## src/rtl/async_sleep_pkg.sv

```systemverilog
package async_sleep_pkg;

  typedef enum logic [1:0] {
    ST_IDLE     = 2'd0,
    ST_ACTIVE   = 2'd1,
    ST_PERIODIC = 2'd2,
    ST_SLEEP    = 2'd3
  } schedState_t;

  // strobes from control to datapath
  typedef struct packed {
    logic trackEn;    // follow visit / transaction events
    logic clearAll;   // drop flag and timer
    logic primeFlag;  // force reclamation flag to 1
    logic loadTimer;  // load sleep interval
    logic stepTimer;  // timer may count ticks
  } dpCtl_t;

endpackage

```

## src/rtl/asc_datapath.sv

```systemverilog
module asc_datapath
  import async_sleep_pkg::*;
#(
  parameter int TICK_W          = 8,
  parameter int DEF_SLEEP_TICKS = 80
) (
  input  logic              clk,
  input  logic              rstN,
  input  dpCtl_t            ctl,
  input  logic              qhVisit,
  input  logic              qhHead,
  input  logic              txnDone,
  input  logic              uframeTick,
  input  logic [TICK_W-1:0] sleepTicks,
  output logic              emptyDet,
  output logic              timerExpire
);

  localparam logic [TICK_W-1:0] DEF_VAL = TICK_W'(DEF_SLEEP_TICKS);
  localparam logic [TICK_W-1:0] ONE     = TICK_W'(1);

  logic              reclaim;
  logic [TICK_W-1:0] count;
  logic [TICK_W-1:0] loadVal;
  logic              headSeen;

  assign headSeen = ctl.trackEn && qhVisit && qhHead;
  assign emptyDet = headSeen && !reclaim && !txnDone;
  assign loadVal  = (sleepTicks == '0) ? DEF_VAL : sleepTicks;
  assign timerExpire = ctl.stepTimer && uframeTick && (count <= ONE);

  // reclamation flag
  always_ff @(posedge clk) begin
    if (!rstN || ctl.clearAll) begin
      reclaim <= 1'b0;
    end else if (ctl.primeFlag) begin
      reclaim <= 1'b1;
    end else if (ctl.trackEn) begin
      if (txnDone)       reclaim <= 1'b1;
      else if (headSeen) reclaim <= 1'b0;
    end
  end

  // sleep interval counter
  always_ff @(posedge clk) begin
    if (!rstN || ctl.clearAll) begin
      count <= '0;
    end else if (ctl.loadTimer) begin
      count <= loadVal;
    end else if (timerExpire) begin
      count <= '0;
    end else if (ctl.stepTimer && uframeTick) begin
      count <= count - ONE;
    end
  end

endmodule

```

## src/rtl/asc_control.sv

```systemverilog
module asc_control
  import async_sleep_pkg::*;
(
  input  logic   clk,
  input  logic   rstN,
  input  logic   schedEn,
  input  logic   uframeEnd,
  input  logic   periodicDone,
  input  logic   emptyDet,
  input  logic   timerExpire,
  output dpCtl_t ctl,
  output logic   asyncReq,
  output logic   asleep,
  output logic   periodicReq,
  output logic   nakReload
);

  schedState_t state, stateNext;
  logic periodicNext, reloadNext;

  always_comb begin
    stateNext     = state;
    ctl           = '0;
    periodicNext  = 1'b0;
    reloadNext    = 1'b0;
    ctl.trackEn   = (state == ST_ACTIVE);
    ctl.stepTimer = (state == ST_SLEEP);
    if (!schedEn) begin
      stateNext    = ST_IDLE;
      ctl.clearAll = 1'b1;
      ctl.trackEn  = 1'b0;
      ctl.stepTimer = 1'b0;
    end else begin
      unique case (state)
        ST_IDLE: begin
          stateNext     = ST_ACTIVE;
          ctl.primeFlag = 1'b1;
          reloadNext    = 1'b1;
        end
        ST_ACTIVE: begin
          if (uframeEnd) begin
            stateNext    = ST_PERIODIC;
            periodicNext = 1'b1;
          end else if (emptyDet) begin
            stateNext     = ST_SLEEP;
            ctl.loadTimer = 1'b1;
          end
        end
        ST_PERIODIC: begin
          if (periodicDone) stateNext = ST_ACTIVE;
        end
        ST_SLEEP: begin
          if (timerExpire) begin
            stateNext     = ST_ACTIVE;
            ctl.primeFlag = 1'b1;
            reloadNext    = 1'b1;
          end
        end
        default: stateNext = ST_IDLE;
      endcase
    end
  end

  always_ff @(posedge clk) begin
    if (!rstN) begin
      state       <= ST_IDLE;
      periodicReq <= 1'b0;
      nakReload   <= 1'b0;
    end else begin
      state       <= stateNext;
      periodicReq <= periodicNext;
      nakReload   <= reloadNext;
    end
  end

  assign asyncReq = (state == ST_ACTIVE);
  assign asleep   = (state == ST_SLEEP);

endmodule

```

## src/rtl/async_sleep_ctrl.sv

```systemverilog
module async_sleep_ctrl
  import async_sleep_pkg::*;
#(
  parameter int TICK_W          = 8,
  parameter int DEF_SLEEP_TICKS = 80
) (
  input  logic              clk,
  input  logic              rstN,
  input  logic              schedEn,
  input  logic              qhVisit,
  input  logic              qhHead,
  input  logic              txnDone,
  input  logic              uframeEnd,
  input  logic              uframeTick,
  input  logic              periodicDone,
  input  logic [TICK_W-1:0] sleepTicks,
  output logic              asyncReq,
  output logic              asleep,
  output logic              periodicReq,
  output logic              nakReload
);

  dpCtl_t ctl;
  logic   emptyDet;
  logic   timerExpire;

  asc_control u_ctrl (
    .clk          (clk),
    .rstN         (rstN),
    .schedEn      (schedEn),
    .uframeEnd    (uframeEnd),
    .periodicDone (periodicDone),
    .emptyDet     (emptyDet),
    .timerExpire  (timerExpire),
    .ctl          (ctl),
    .asyncReq     (asyncReq),
    .asleep       (asleep),
    .periodicReq  (periodicReq),
    .nakReload    (nakReload)
  );

  asc_datapath #(
    .TICK_W          (TICK_W),
    .DEF_SLEEP_TICKS (DEF_SLEEP_TICKS)
  ) u_dp (
    .clk         (clk),
    .rstN        (rstN),
    .ctl         (ctl),
    .qhVisit     (qhVisit),
    .qhHead      (qhHead),
    .txnDone     (txnDone),
    .uframeTick  (uframeTick),
    .sleepTicks  (sleepTicks),
    .emptyDet    (emptyDet),
    .timerExpire (timerExpire)
  );

endmodule

```

## config.mk

```make
export PLATFORM = sky130hd
export DESIGN_NAME = async_sleep_ctrl
export DESIGN_NICKNAME = d
export VERILOG_FILES = /design/src/rtl/async_sleep_pkg.sv /design/src/rtl/asc_datapath.sv /design/src/rtl/asc_control.sv /design/src/rtl/async_sleep_ctrl.sv
export SDC_FILE = /design/constraint.sdc
export NUM_CORES = 1
export LEC_CHECK = 0
export BUFFER_PORTS_ARGS = -buffer_cell sky130_fd_sc_hd__buf_2
export CORE_MARGIN = 5
export CORE_UTILIZATION = 50
export CTS_CLUSTER_DIAMETER = 100
export DETAILED_ROUTE_END_ITERATION = 6
export GPL_TIMING_DRIVEN = 0
export PLACE_DENSITY = 0.75
export SLEW_MARGIN = 40
export SYNTH_ARGS = -nofsm -noshare
export SYNTH_HDL_FRONTEND = slang
export SYNTH_SLANG_ARGS = --single-unit
```

## constraint.sdc

```tcl
create_clock -name clk -period 1.93 [get_ports clk]
set_input_delay 0 -clock clk [delete_from_list [all_inputs] [get_ports clk]]
set_output_delay 0 -clock clk [all_outputs]
set_load 0.03 [all_outputs]
```

==> impl_metrics.ini <==
[setup_path]
rrSetupSlack_ns = 0.09
crit_slowest_cell = mux2_2
arrival_ns = 2.05
worstSetupStartpointType = register
reg2reg_depth = 7
cpPeakStageDelay_ns = 0.38
crit_required_ns = 2.13
r2r_start = u_ctrl.state[1]
r2r-end = u_dp.count[4]
path_buf_inv = 2
critical_path_class = reg -> reg
cpLargestDelayFamily = simple AND/OR/NAND/NOR gates
critPathMaxFanout = 7
worstSetupEndpointType = register
cp_cell_sequence = inv_1 > ha_4 > nand4_1 > buf_4 > nor4_4 > mux2_2 > a21oi_1

[timing]
setup_viol = 0
setup_tns_ns = 0
period_share_pct = 95.6
slew_violations = 0
tightest_slew_ns = 0.500
max-slew-margin-rel_pct = 66.4
clock_skew_ns = 0.00375
hold_viol = 0
min_period_ns = 1.84
fmax_mhz = 542

[yosys]
yosys_warnings = 0
netlist_instances = 102
ys_async_sr_fraction_pct = 0
ys_ff_latch = 13
syn_nets = 125
yosys_most_used_dff = dfxtp_1
yosysUniqueCellTypes = 37
synth-edff-count = 0
ys_seq_area_share_pct = 30.1
syn_area_per_cell_um2 = 8.49
synth_area_um2 = 866

[clock_tree]
cts_tree = done
clk_latency_ns = 0.27
h-tree-depth = 1
path_clk_slew_ns = 0.08
cts_sinks = 13
cts_buffers = 3
cts_buffer_depth = 2
root_buffer = clkbuf_4

[drt]
drc = 0
wl_per_cell_um = 15.4
vias = 906
via_per_inst = 6.21
first_pass_iters = 4
ant_nets = 0
drt_iter0_markers = 14
wirelength_um = 2250

[hold_path]
hold_depth = 3
hold_end = u_dp.count[0]
min_from = sleepTicks[0]
min_path_type = in -> reg

[placement]
routabilityCongestion = 0.852
dp_hpwl_um = 1670
portBuffers = 20
dp_cells = 139

[global_routing]
grt.overflow.total = 0
grt_first_pass_wirelength_um = 3770
grt_pass1_vias = 909
track_usage_pct = 18.6
grt_max_degree = 11
antenna_found_initial = 0

[power]
p_per_area_nw_per_um2 = 475
peakVddDrop_uv = 382
leakagePower_nw = 0.411

[die]
start_util_pct = 51.3
dieArea_um2 = 2660
dieHeight_um = 51.6
rows = 15
core_area_um2 = 1690
boundaryPins = 21
die_x_um = 51.6

[outcome]
status = complete, no violations

[job]
drv_cap = 0

[finish]
num-fill-cells = 144
nets = 153
drive_gt1_share_pct = 32.6
n_antenna_cell = 0
area_growth_pct = 27.7
fin_cells = 146
==> cell type report <==
| cell class | instances | area (µm²) | share of cell area, % |
|---|---|---|---|
| repair buffers | 24 | 138 | 12.4 |
| clock buffers | 4 | 26.3 | 2.38 |
| plain buffers | 3 | 16.3 | 1.47 |
| inverters | 7 | 26.3 | 2.38 |
| flip-flops and latches | 13 | 260 | 23.5 |
| multi-input cells | 78 | 618 | 55.9 |
| well taps | 17 | 21.3 | 1.92 |
==> Yosys cell counts (all sizes together), types with 2 or more instances <==
cell,n,area (µm²)
a31oi,8,50.1
o21a,2,15.0
o211ai,2,15.0
or4,3,26.3
mux2i,2,20.0
nor2,5,18.8
a211oi,2,20.0
dfxtp,13,260
nand3b,2,15.0
nor4,6,43.8
or2,2,12.5
inv,7,26.3
ha,6,75.1
o21bai,2,15.0
nand2,7,26.3
nand3,11,60.1
a21oi,3,15.0
nor3,2,10.0
o41ai,2,36.3
clkbuf,3,11.3
==> flip-flops by register name, summed over array words and instances (netlist names) <==
register,flops
u_ctrl.periodicReq,1
u_ctrl.nakReload,1
u_dp.reclaim,1
u_ctrl.state,2
u_dp.count,8
==> cell families after synthesis <==
| logic type | Yosys count | share of synthesized area [%] |
|---|---|---|
| AND/OR/NAND/NOR | 43 | 29.0 |
| AO/OA/AOI/OAI | 25 | 22.7 |
| flip-flops | 13 | 30.1 |
| buffers and inverters | 11 | 4.91 |
| multiplexers | 3 | 3.61 |
| XOR/XNOR | 1 | 1.01 |
| adder cells (fa/ha/maj) | 6 | 8.67 |
==> metal layers <==
layer	wire length [µm]	track usage, %	up-vias
li1	-	-	446
met1	1010	23.4	432
met2	1110	32.8	21
met3	78	3.44	7
met4	51	3.93	0
met5	0	0	-
==> worst max-delay path by stage <==
stage | endpoint | cells after the start | slack (ns) | start
6_report | u_dp.count[4] | 7 | 0.09 | u_ctrl.state[1]
2_1_floorplan | u_dp.count[3] | 5 | 0.01 | u_ctrl.state[1]
4_1_cts | u_dp.count[7] | 7 | 0.005 | u_ctrl.state[1]
5_1_grt | u_dp.count[5] | 6 | -0.03 | u_ctrl.state[0]
3_5_place_dp | u_dp.count[6] | 6 | -0.14 | u_ctrl.state[1]
3_3_place_gp | u_dp.count[7] | 8 | -0.03 | u_ctrl.state[1]
==> worst register-to-register path, stage by stage (launching register included) <==
cell     delay (ns)
dfxtp_1        0.35
inv_1          0.12
ha_4           0.18
nand4_1        0.13
buf_4          0.17
nor4_4         0.32
mux2_2         0.38
a21oi_1        0.13
==> cell usage in the layout, fill, tap and decap left out, types with 2 or more instances in the layout <==
| cell type | count |
|---|---|
| nand2_1 | 7 |
| buf_2 | 21 |
| ha_2 | 2 |
| o21a_1 | 2 |
| ha_1 | 3 |
| clkbuf_1 | 2 |
| dlygate4sd3_1 | 3 |
| nand3_1 | 10 |
| nor2_1 | 5 |
| a21oi_1 | 3 |
| o21bai_1 | 2 |
| mux2i_1 | 2 |
| o211ai_1 | 2 |
| clkbuf_4 | 3 |
| nor3_1 | 2 |
| nor4_1 | 4 |
| buf_4 | 2 |
| inv_1 | 7 |
| or2_2 | 2 |
| dfxtp_1 | 13 |
| or4_4 | 2 |
| nand3b_1 | 2 |
| a31oi_1 | 7 |
==> report_power, final <==
part | switching (W) | internal, W
Sequential | 0.00000542 | 0.000274
Clock | 0.0000905 | 0.0000799
Combinational | 0.0000414 | 0.0000350
Total | 0.000137 | 0.000389
==> metrics by stage <==
step | total power [W] | utilization, % | hold WS (ns) | cell area (µm²) | setup WS, ns
global route | 0.000559 | 65.5 | 0.00899 | 1110 | -0.0309
detailed placement | 0.000352 | 58.6 | 0.277 | 990 | -0.137
finish | 0.000526 | 65.5 | 0.0137 | 1110 | 0.0854
global placement | 0.000350 | 58.6 | 0.274 | 990 | -0.0267
CTS | 0.000527 | 63.0 | 0.00825 | 1060 | 0.00491
floorplan | 0.000320 | - | 0.123 | 868 | 0.0143
==> repair_timing <==
action                     in CTS  in global routing
buffers inserted                0                  1
setup endpoints to repair       8                  9
gates resized for setup         4                  9
hold buffers                    3                  0
pin swaps                       0                  1
hold endpoints to repair        3                  0
Note: power is estimated with default switching activity, not from simulation.
